<file path="src/rtl/mpt_pkg.sv">
`timescale 1ns/1ps
package mpt_pkg;
    localparam int NUM_SIZES = 3;

    typedef enum logic [1:0] {
        PG_4K   = 2'd0,
        PG_2M   = 2'd1,
        PG_1G   = 2'd2,
        PG_RSVD = 2'd3
    } pg_size_e;

    // untranslated low bits for size class k: 12, 21, 30
    function automatic int page_off(input int k);
        return 12 + 9 * k;
    endfunction
endpackage

</file>
<file path="src/rtl/mpt_victim.sv">
`timescale 1ns/1ps
module mpt_victim #(
    parameter int ENTRIES = 8,
    parameter int IDX_W   = 3
) (
    input  logic [ENTRIES-1:0] valid,
    input  logic [ENTRIES-1:0] match,
    input  logic [IDX_W-1:0]   rr,
    output logic [IDX_W-1:0]   idx,
    output logic               from_rr
);
    always_comb begin
        idx     = rr;
        from_rr = 1'b1;
        for (int i = ENTRIES - 1; i >= 0; i--) begin
            if (!valid[i]) begin
                idx     = IDX_W'(i);
                from_rr = 1'b0;
            end
        end
        for (int i = ENTRIES - 1; i >= 0; i--) begin
            if (match[i]) begin
                idx     = IDX_W'(i);
                from_rr = 1'b0;
            end
        end
    end
endmodule

</file>
<file path="src/rtl/mpt_pool.sv">
`timescale 1ns/1ps
module mpt_pool #(
    parameter int ENTRIES = 8,
    parameter int VA_W    = 48,
    parameter int PA_W    = 48,
    parameter int OFF     = 12
) (
    input  logic            clk,
    input  logic            rst_n,
    input  logic            flush,
    input  logic [VA_W-1:0] lk_va,
    input  logic            fill_en,
    input  logic [VA_W-1:0] fill_va,
    input  logic [PA_W-1:0] fill_pa,
    output logic            hit,
    output logic [PA_W-1:0] pa
);
    localparam int TAG_W = VA_W - OFF;
    localparam int FRM_W = PA_W - OFF;
    localparam int IDX_W = (ENTRIES > 1) ? $clog2(ENTRIES) : 1;

    generate
        if (ENTRIES == 0) begin : g_none
            logic unused_none;
            assign unused_none = ^{clk, rst_n, flush, lk_va, fill_en, fill_va, fill_pa};
            assign hit = 1'b0;
            assign pa  = '0;
        end else begin : g_pool
            logic [ENTRIES-1:0] vld;
            logic [TAG_W-1:0]   tag [ENTRIES];
            logic [FRM_W-1:0]   frm [ENTRIES];
            logic [ENTRIES-1:0] lk_match;
            logic [ENTRIES-1:0] fill_match;
            logic [IDX_W-1:0]   rr_ptr;
            logic [IDX_W-1:0]   victim;
            logic               use_rr;
            logic [FRM_W-1:0]   hit_frm;
            logic               unused_low;

            assign unused_low = ^{fill_va[OFF-1:0], fill_pa[OFF-1:0]};

            for (genvar i = 0; i < ENTRIES; i++) begin : g_cmp
                assign lk_match[i]   = vld[i] && (tag[i] == lk_va[VA_W-1:OFF]);
                assign fill_match[i] = vld[i] && (tag[i] == fill_va[VA_W-1:OFF]);
            end

            mpt_victim #(.ENTRIES(ENTRIES), .IDX_W(IDX_W)) u_victim (
                .valid   (vld),
                .match   (fill_match),
                .rr      (rr_ptr),
                .idx     (victim),
                .from_rr (use_rr)
            );

            always_comb begin
                hit_frm = '0;
                for (int i = ENTRIES - 1; i >= 0; i--) begin
                    if (lk_match[i]) hit_frm = frm[i];
                end
            end

            assign hit = |lk_match;
            assign pa  = {hit_frm, lk_va[OFF-1:0]};

            always_ff @(posedge clk) begin
                if (!rst_n || flush) begin
                    vld    <= '0;
                    rr_ptr <= '0;
                end else if (fill_en) begin
                    vld[victim] <= 1'b1;
                    if (use_rr) begin
                        rr_ptr <= (rr_ptr == IDX_W'(ENTRIES - 1)) ? '0 : rr_ptr + 1'b1;
                    end
                end
            end

            always_ff @(posedge clk) begin
                if (fill_en && rst_n && !flush) begin
                    tag[victim] <= fill_va[VA_W-1:OFF];
                    frm[victim] <= fill_pa[PA_W-1:OFF];
                end
            end
        end
    endgenerate
endmodule

</file>
<file path="src/rtl/mpt_tlb.sv">
`timescale 1ns/1ps
module mpt_tlb
    import mpt_pkg::*;
#(
    parameter int VA_W = 48,
    parameter int PA_W = 48,
    parameter int E4K  = 8,
    parameter int E2M  = 4,
    parameter int E1G  = 2
) (
    input  logic            clk,
    input  logic            rst_n,
    input  logic            flush,
    input  logic            lk_valid,
    input  logic [VA_W-1:0] lk_vaddr,
    input  logic            fill_valid,
    input  logic [1:0]      fill_size,
    input  logic [VA_W-1:0] fill_vaddr,
    input  logic [PA_W-1:0] fill_paddr,
    output logic            rsp_valid,
    output logic            rsp_hit,
    output logic [PA_W-1:0] rsp_paddr,
    output logic [1:0]      rsp_size
);
    logic [NUM_SIZES-1:0] pool_hit;
    logic [NUM_SIZES-1:0] pool_fill;
    logic [PA_W-1:0]      pool_pa [NUM_SIZES];

    generate
        for (genvar k = 0; k < NUM_SIZES; k++) begin : g_size
            localparam int ENT = (k == 0) ? E4K : ((k == 1) ? E2M : E1G);
            assign pool_fill[k] = fill_valid && !flush && (fill_size == 2'(k));
            mpt_pool #(
                .ENTRIES (ENT),
                .VA_W    (VA_W),
                .PA_W    (PA_W),
                .OFF     (page_off(k))
            ) u_pool (
                .clk     (clk),
                .rst_n   (rst_n),
                .flush   (flush),
                .lk_va   (lk_vaddr),
                .fill_en (pool_fill[k]),
                .fill_va (fill_vaddr),
                .fill_pa (fill_paddr),
                .hit     (pool_hit[k]),
                .pa      (pool_pa[k])
            );
        end
    endgenerate

    logic            sel_hit;
    logic [PA_W-1:0] sel_pa;
    pg_size_e        sel_size;

    // smallest page size has priority
    always_comb begin
        sel_hit  = 1'b0;
        sel_pa   = '0;
        sel_size = PG_4K;
        for (int k = NUM_SIZES - 1; k >= 0; k--) begin
            if (pool_hit[k]) begin
                sel_hit  = 1'b1;
                sel_pa   = pool_pa[k];
                sel_size = pg_size_e'(2'(k));
            end
        end
    end

    always_ff @(posedge clk) begin
        if (!rst_n) begin
            rsp_valid <= 1'b0;
            rsp_hit   <= 1'b0;
            rsp_paddr <= '0;
            rsp_size  <= 2'd0;
        end else begin
            rsp_valid <= lk_valid;
            if (lk_valid && !flush && sel_hit) begin
                rsp_hit   <= 1'b1;
                rsp_paddr <= sel_pa;
                rsp_size  <= sel_size;
            end else begin
                rsp_hit   <= 1'b0;
                rsp_paddr <= '0;
                rsp_size  <= 2'd0;
            end
        end
    end
endmodule

</file>
<file path="config.mk">
export PLATFORM = sky130hd
export DESIGN_NAME = mpt_tlb
export DESIGN_NICKNAME = d
export VERILOG_FILES = /design/src/rtl/mpt_pkg.sv /design/src/rtl/mpt_victim.sv /design/src/rtl/mpt_pool.sv /design/src/rtl/mpt_tlb.sv
export SDC_FILE = /design/constraint.sdc
export NUM_CORES = 2
export LEC_CHECK = 0
export CAP_MARGIN = 10
export CORE_MARGIN = 2
export CORE_UTILIZATION = 45
export CTS_CLUSTER_DIAMETER = 60
export CTS_CLUSTER_SIZE = 8
export DETAILED_ROUTE_END_ITERATION = 8
export PLACE_DENSITY = 0.59
export SYNTH_ARGS = -nofsm -noshare
export SYNTH_HDL_FRONTEND = slang
export SYNTH_SLANG_ARGS = --single-unit
</file>
<file path="constraint.sdc">
create_clock -name clk -period 7.75 [get_ports clk]
set_input_delay 1.1625 -clock clk [delete_from_list [all_inputs] [get_ports clk]]
set_output_delay 1.1625 -clock clk [all_outputs]
set_load 0.05 [all_outputs]
</file>
After elaboration in Yosys (flattened, before gate mapping)
Memory sizes are Yosys's and may differ from the RTL's.
Cells that the tools add are included.
- add/subtract/negate cells: 3
- magnitude comparators: 6
- equal/unequal tests: 32
- multiplexer cells: 94
- bitwise operators: 5
- reductions and logical operators: 56
- operators with widths (cell ; count):
    $eq A36 B36 Y1 ; 16
    $mux W36 ; 8
    $eq A27 B27 Y1 ; 8
    $mux W48 ; 3
    $mux W27 ; 4
    $eq A18 B18 Y1 ; 4
    $mux W3 ; 17
    $mux W1 ; 47
    $logic_and A1 B1 Y1 ; 43
    $mux W18 ; 2
    $mux W2 ; 10
    $reduce_or A14 Y1 ; 1
    $reduce_or A10 Y1 ; 1
    $or A8 B8 Y8 ; 1
    $reduce_and A2 Y1 ; 4
    $reduce_or A8 Y1 ; 1
    $eq A2 B2 Y1 const B ; 2
    $lt A3 B4 Y1 const B ; 1
    $or A4 B4 Y4 ; 1
    $reduce_or A4 Y1 ; 1
    $add A3 B1 Y3 const B ; 1
    $demux W1 S3 ; 1
    $eq A3 B3 Y1 const B ; 1
    $ge A3 B1 Y1 const B ; 1
    15 further kinds ; 17
- register bits: 72
- memory bits (writable): 864
- bits of input ports: 151
- logic and storage cells: 213
- memories kept: 6
- memories (name ; words ; bits a word ; rd ports ; clocked after memory_dff ; wr ports ; RTL line ; source):
    g_size[0].u_pool.g_pool.frm ; 8 ; 36 ; 8 ; 0 ; 1 ; mpt_pool.sv:31 ; logic [FRM_W-1:0] frm [ENTRIES];
    g_size[0].u_pool.g_pool.tag ; 8 ; 36 ; 8 ; 0 ; 1 ; mpt_pool.sv:30 ; logic [TAG_W-1:0] tag [ENTRIES];
    g_size[1].u_pool.g_pool.frm ; 4 ; 27 ; 4 ; 0 ; 1 ; mpt_pool.sv:31 ;
    g_size[1].u_pool.g_pool.tag ; 4 ; 27 ; 4 ; 0 ; 1 ; mpt_pool.sv:30 ;
    g_size[2].u_pool.g_pool.frm ; 2 ; 18 ; 2 ; 0 ; 1 ; mpt_pool.sv:31 ;
    g_size[2].u_pool.g_pool.tag ; 2 ; 18 ; 2 ; 0 ; 1 ; mpt_pool.sv:30 ;

Longest topological paths before layout
- depth in word-level cells: 21
- depth in mapped cells: 14

Hierarchy
Synthesis repeated with hierarchy kept, for this count alone.
- cell total of the unflattened synthesis: 3193
- area, all modules: 44062.3 um2
- by module, submodules not included (module ; instances ; cells each ; area an instance (um2) ; seq. area each (um2)):
    mpt_pool (g_size[0].u_pool) ; 1 ; 1911 ; 27178.6 ; 17516.8
    mpt_pool (g_size[1].u_pool) ; 1 ; 747 ; 10635.2 ; 6606.3
    mpt_pool (g_size[2].u_pool) ; 1 ; 251 ; 3703.6 ; 2222.1
    mpt_tlb ; 1 ; 237 ; 2254.7 ; 1041.0
    mpt_victim (g_size[0].u_pool.g_pool.u_victim) ; 1 ; 31 ; 177.7 ; 0.0
    mpt_victim (g_size[1].u_pool.g_pool.u_victim) ; 1 ; 12 ; 73.8 ; 0.0
    mpt_victim (g_size[2].u_pool.g_pool.u_victim) ; 1 ; 4 ; 38.8 ; 0.0

Worst setup path before layout
Ideal clock, no wire load.
- path kind: input port to flip-flop
- start point: input fill_vaddr[19]
- end point: memory g_size[0].u_pool.g_pool.frm[2][0] in the netlist's numbering (enable)
- arrival time: 6.068 ns
- data required time: 7.248 ns
- slack: 1.180 ns
- stages on the path: 9
- path buffers: 1
- cell sequence: buf_4 -> xor2_1 -> nor4b_2 -> nand4_1 -> or4_4 -> nand4_1 -> o221ai_2 -> or3b_4 -> nor2_1
- cells in the longest elaborated chain, start to end: 10
- elaborated cells between the ends (all ways): 24
- classes of those cells: eq/ne: 8; mux: 8; reduce/logical: 8
- ends and longest elaborated chain (what ; RTL line ; source):
    start, declared ; mpt_tlb.sv:18 ; input logic [VA_W-1:0] fill_vaddr,
    $eq A36 B36 Y1 ; mpt_pool.sv:44 ; assign fill_match[i] = vld[i] && (tag[i] == fill_va[VA_W-1:OFF]);
    $logic_and A1 B1 Y1 ; mpt_pool.sv:44 ;
    $mux W3 (7 in series) ; mpt_victim.sv:22 ; if (match[i]) begin
    $mux W3 * ; mpt_victim.sv:22 ;
    end, declared ; mpt_pool.sv:31 ;
Mark *: on every way between the ends. The rest lies on a longest branch, timed or not.

Final worst setup path
- start point: input lk_vaddr[39]
- end point: register rsp_paddr[46]
- cells in the longest elaborated chain, start to end: 11
- elaborated cells between the ends (all ways): 53
- classes of those cells: eq/ne: 14; mux: 20; reduce/logical: 19
- ends and longest elaborated chain (what ; RTL line ; source):
    start, declared ; mpt_tlb.sv:15 ; input logic [VA_W-1:0] lk_vaddr,
    $eq A36 B36 Y1 ; mpt_pool.sv:43 ; assign lk_match[i] = vld[i] && (tag[i] == lk_va[VA_W-1:OFF]);
    $logic_and A1 B1 Y1 ; mpt_pool.sv:43 ;
    $mux W36 (8 in series) ; mpt_pool.sv:58 ; if (lk_match[i]) hit_frm = frm[i];
    $mux W48 ; mpt_tlb.sv:62 ; if (pool_hit[k]) begin
    end signal, assigned ; mpt_tlb.sv:80 ; rsp_paddr <= sel_pa;
    end, declared ; mpt_tlb.sv:22 ; output logic [PA_W-1:0] rsp_paddr,
Several ways; a longest one is shown, not always the timed one.
A chain may end at the register's enable or synchronous reset.

==> summary.txt <==
Pwr
  • Peak VDD IR: 0.229 mV
  • Combinational share of power: 5.8%
  • Total Power: 0.0119 W
  • P_leak: 16.7 nW
  • Internal Dissipation: just over 0.009 W
  • Power density of the placed cells: 232 nW/um2
  • Clk network pwr share: 47.7%
  • Flop pwr share: between 40% and 50%
  • Psw: between 0.002 and 0.003 W
  • Switching fraction of total power: 23.4%

Job
  • Max cap viols: 0

Placement
  • Quantity of I/O buffers inserted on ports: approximately 180
  • Final Wtd Congestion: 0.938
  • Placed cells: 4,646
  • Hpwl dp: 95,200 um

Routing
  • DRC violation total after the first TritonRoute iteration: between 3,000 and 4,000
  • Vias after detailed routing: 29,050
  • Total wire length after detailed routing: around 150,000 um
  • Via count normalized by instance count: 5.96
  • First-pass detailed-route iteration total: 7
  • Post-DR wirelength/cell: between 30 and 40 um
  • Antenna Nets Post-Route: 0
  • Number of remaining DRC errors: 0

STA
  • Headroom to the max-slew limit: 13.1%
  • Clk_skew: about 0.058 ns
  • Upper clock frequency limit: about 0.18 GHz
  • Final-layout setup total negative slack: 0 ns
  • Crit path time final: around 5.4 ns
  • Final Hold Viols: 0
  • Worst Tran Pin Value: 1.30 ns
  • Max-slew violation total from the final report: 0
  • Period Utilization, post-route: 70.1%
  • Finish-stage setup viols: 0
  • Unrepaired setup endpoints after global routing: no
  • Tightest hold margin: between 0.5 and 0.6 ns

Synthesis
  • Syn avg cell area: about 13 um2
  • Count of unique library cells instantiated by Yosys: 79
  • Number of flip-flops and latches in the synthesized netlist: 936
  • Cell Area, Synth: around 44,000 um2
  • Cells taking the most area after synthesis: sky130_fd_sc_hd__edfxtp_1 60%, sky130_fd_sc_hd__xnor2_1 9.0%, sky130_fd_sc_hd__xor2_1 7.9%
  • Most common flop cell mapped by yosys: sky130_fd_sc_hd__edfxtp_1
  • Number of enable flip-flop cells after synthesis: 864
  • Share of the synthesized area in the top cell type: 59.5%
  • Number of standard cells after synthesis: approximately 3,200
  • Syn. warnings: 0
  • Proportion of synthesized flip-flops having asynchronous set or reset: 0%
  • Syn Nets: 3,392
  • Post-synth top area cell: sky130_fd_sc_hd__edfxtp_1
  • Sequential share of the synthesized area: 62.8%

Final layout
  • Area added between synthesis and finish: 17.5%
  • Count of nets after finishing: 3,663
  • Leading cell types in the layout, fill and taps excluded: 864 x sky130_fd_sc_hd__edfxtp_1, 450 x sky130_fd_sc_hd__xnor2_1, 395 x sky130_fd_sc_hd__xor2_1, 156 x sky130_fd_sc_hd__clkdlybuf4s50_1, 155 x sky130_fd_sc_hd__nand4_1
  • Layout cells sized above 1: 10.7%
  • Final core occ: 53.2%
  • Non-filler cells, final: 4,876
  • Most frequent standard cell in the layout excluding fill and tap cells: sky130_fd_sc_hd__edfxtp_1
  • Number of inserted filler cells in the final layout: 8,036

GRT
  • Wire length of the first global-routing pass: 210,000 um
  • Number of global-route vias before repair: 29,093
  • Largest net degree at the start of global routing: 74
  • Remaining global-route overflow: 0
  • Total routing resource utilization after global routing: 29.9%
  • Antenna violations before repair: 8

CTS
  • CTS hold repair buffers: 0
  • Cts bufs inserted: 137
  • Clock latency of the later-clocked register in the worst-skew pair: 0.76 ns
  • TritonCTS clock tree: built
  • Count of H-tree levels built during CTS: 4
  • Clk slew on worst S/H paths: 0.05 ns
  • Number of post-CTS setup repair buffers: 0
  • Buffer type at the clock tree root: sky130_fd_sc_hd__clkbuf_16
  • Sinks on Clock Net: 936
  • Post_cts resized: 0
  • Number of buffers between clock root and the deepest sink: 3

Critical path
  • Data required time at the worst endpoint: 8.35 ns
  • Kind of end point of the critical path: flop
  • Arrival time reported for the critical path endpoint: ~6.0 ns
  • Critical Path Start Type: primary input
  • Setup CP Type: in2reg
  • Maximum fanout along the worst path: 22

Die
  • Number of top-level pins: approximately 200
  • Height of the die: between 300 and 400 um
  • Die span in x: 315 um
  • Area enclosed by the die boundary: 99,400 um2
  • Starting Density: a little under half
  • Cell row count: 114
  • Placeable core region: 96,300 um2

Outcome
  • Result of the run: finished, final reports clean

Hold path
  • Hold crit path type: reg2reg
[power groups by stage]
| stage | logic, W | clock network (W) | registers (W) |
|---|---|---|---|
| 3_3_place_gp | 0.000674 | 0 | 0.00563 |
| 4_1_cts | 0.000681 | 0.00574 | 0.00554 |
| 5_1_grt | 0.000714 | 0.00596 | 0.00553 |
| 3_5_place_dp | 0.000677 | 0 | 0.00563 |
| 6_report | 0.000695 | 0.00567 | 0.00554 |
| 2_1_floorplan | 0.000324 | 0 | 0.00564 |
[sequential cells by signal, summed over array words and instances, names as in the netlist]
register / count
g_size.u_pool.g_pool.frm: 432
g_size.u_pool.g_pool.rr_ptr: 6
g_size.u_pool.g_pool.tag: 432
g_size.u_pool.g_pool.vld: 14
rsp_hit: 1
rsp_paddr: 48
rsp_size: 2
rsp_valid: 1
[critical path, cell delays in order]
cell and delay, ns:
sky130_fd_sc_hd__clkdlybuf4s50_1 1.12, sky130_fd_sc_hd__xnor2_1 0.46, sky130_fd_sc_hd__nand4_1 0.20, sky130_fd_sc_hd__nor4_4 0.75, sky130_fd_sc_hd__nand3_2 0.13, sky130_fd_sc_hd__buf_4 0.29
sky130_fd_sc_hd__and3_4 0.28, sky130_fd_sc_hd__nand4_2 0.16, sky130_fd_sc_hd__and2_1 0.61, sky130_fd_sc_hd__buf_4 0.34, sky130_fd_sc_hd__a21bo_1 0.23, sky130_fd_sc_hd__o32ai_1 0.24
[path summary, 6_finish.rpt]
| path | from | end | slack [ns] | cells past startpoint |
|---|---|---|---|---|
| setup reg to reg | g_size[0].u_pool.g_pool.tag[2][25] | g_size[0].u_pool.g_pool.frm[2][22] | 3.63 | 9 |
| hold / removal | g_size[2].u_pool.g_pool.rr_ptr | g_size[2].u_pool.g_pool.rr_ptr | 0.53 | 2 |
| setup / recovery | lk_vaddr[39] | rsp_paddr[46] | 2.32 | 12 |
| hold reg to reg | g_size[2].u_pool.g_pool.rr_ptr | g_size[2].u_pool.g_pool.rr_ptr | 0.53 | 2 |
[cell usage after synthesis (all sizes together), types with 11 or more instances]
cell	instances
o221ai	28
and2	27
nor2	136
nor3	18
a21oi	59
nand3	53
o21ai	119
xor2	395
o211a	17
buf	146
o31a	17
clkbuf	49
nand2b	13
a21o	18
a221oi	17
edfxtp	864
o21a	17
o22ai	16
a22oi	26
a21boi	11
mux2i	16
a31oi	12
dfxtp	72
nand2	100
nor2b	18
inv	88
o211ai	20
nor4	147
nand4	156
xnor2	451
[area by class of cell]
type	count	area, um2	area share [%]
tap	1276	1600	3.12
clock inverter	22	415	0.811
multi-input combinational	2018	14900	29.0
clock buffer	207	3710	7.25
sequential	936	27400	53.5
timing repair buffer	327	2900	5.67
inverter	89	334	0.652
antenna	1	2.50	0.00489
[cells by family after synthesis]
family                     after synthesis  synth area share [%]
DFF                                    936                  62.8
AOI/OAI and AO/OA                      432                  6.96
adders and majority gates                3                0.0861
and+or+nand+nor                        711                  9.02
buffers and inverters                  284                  3.46
xor gates and xnor gates               846                  17.0
muxes                                   26                 0.626
[metal layers]
layer,up-vias,track usage [%],part of all wire (%)
li1,12495,-,-
met4,8,11.7,3.8
met1,14743,40.4,41
met2,1505,47.0,46
met5,-,0,0.034
met3,299,6.41,8.7
[metrics by stage]
step | instance area [um2] | setup slack, ns
global route | 51200 | 2.28
CTS | 51200 | 2.49
finish | 51200 | 2.32
global placement | 47100 | 1.70
floorplan | 43600 | 1.18
detailed placement | 47100 | 1.70
Note: power is estimated with default switching activity, not from simulation.
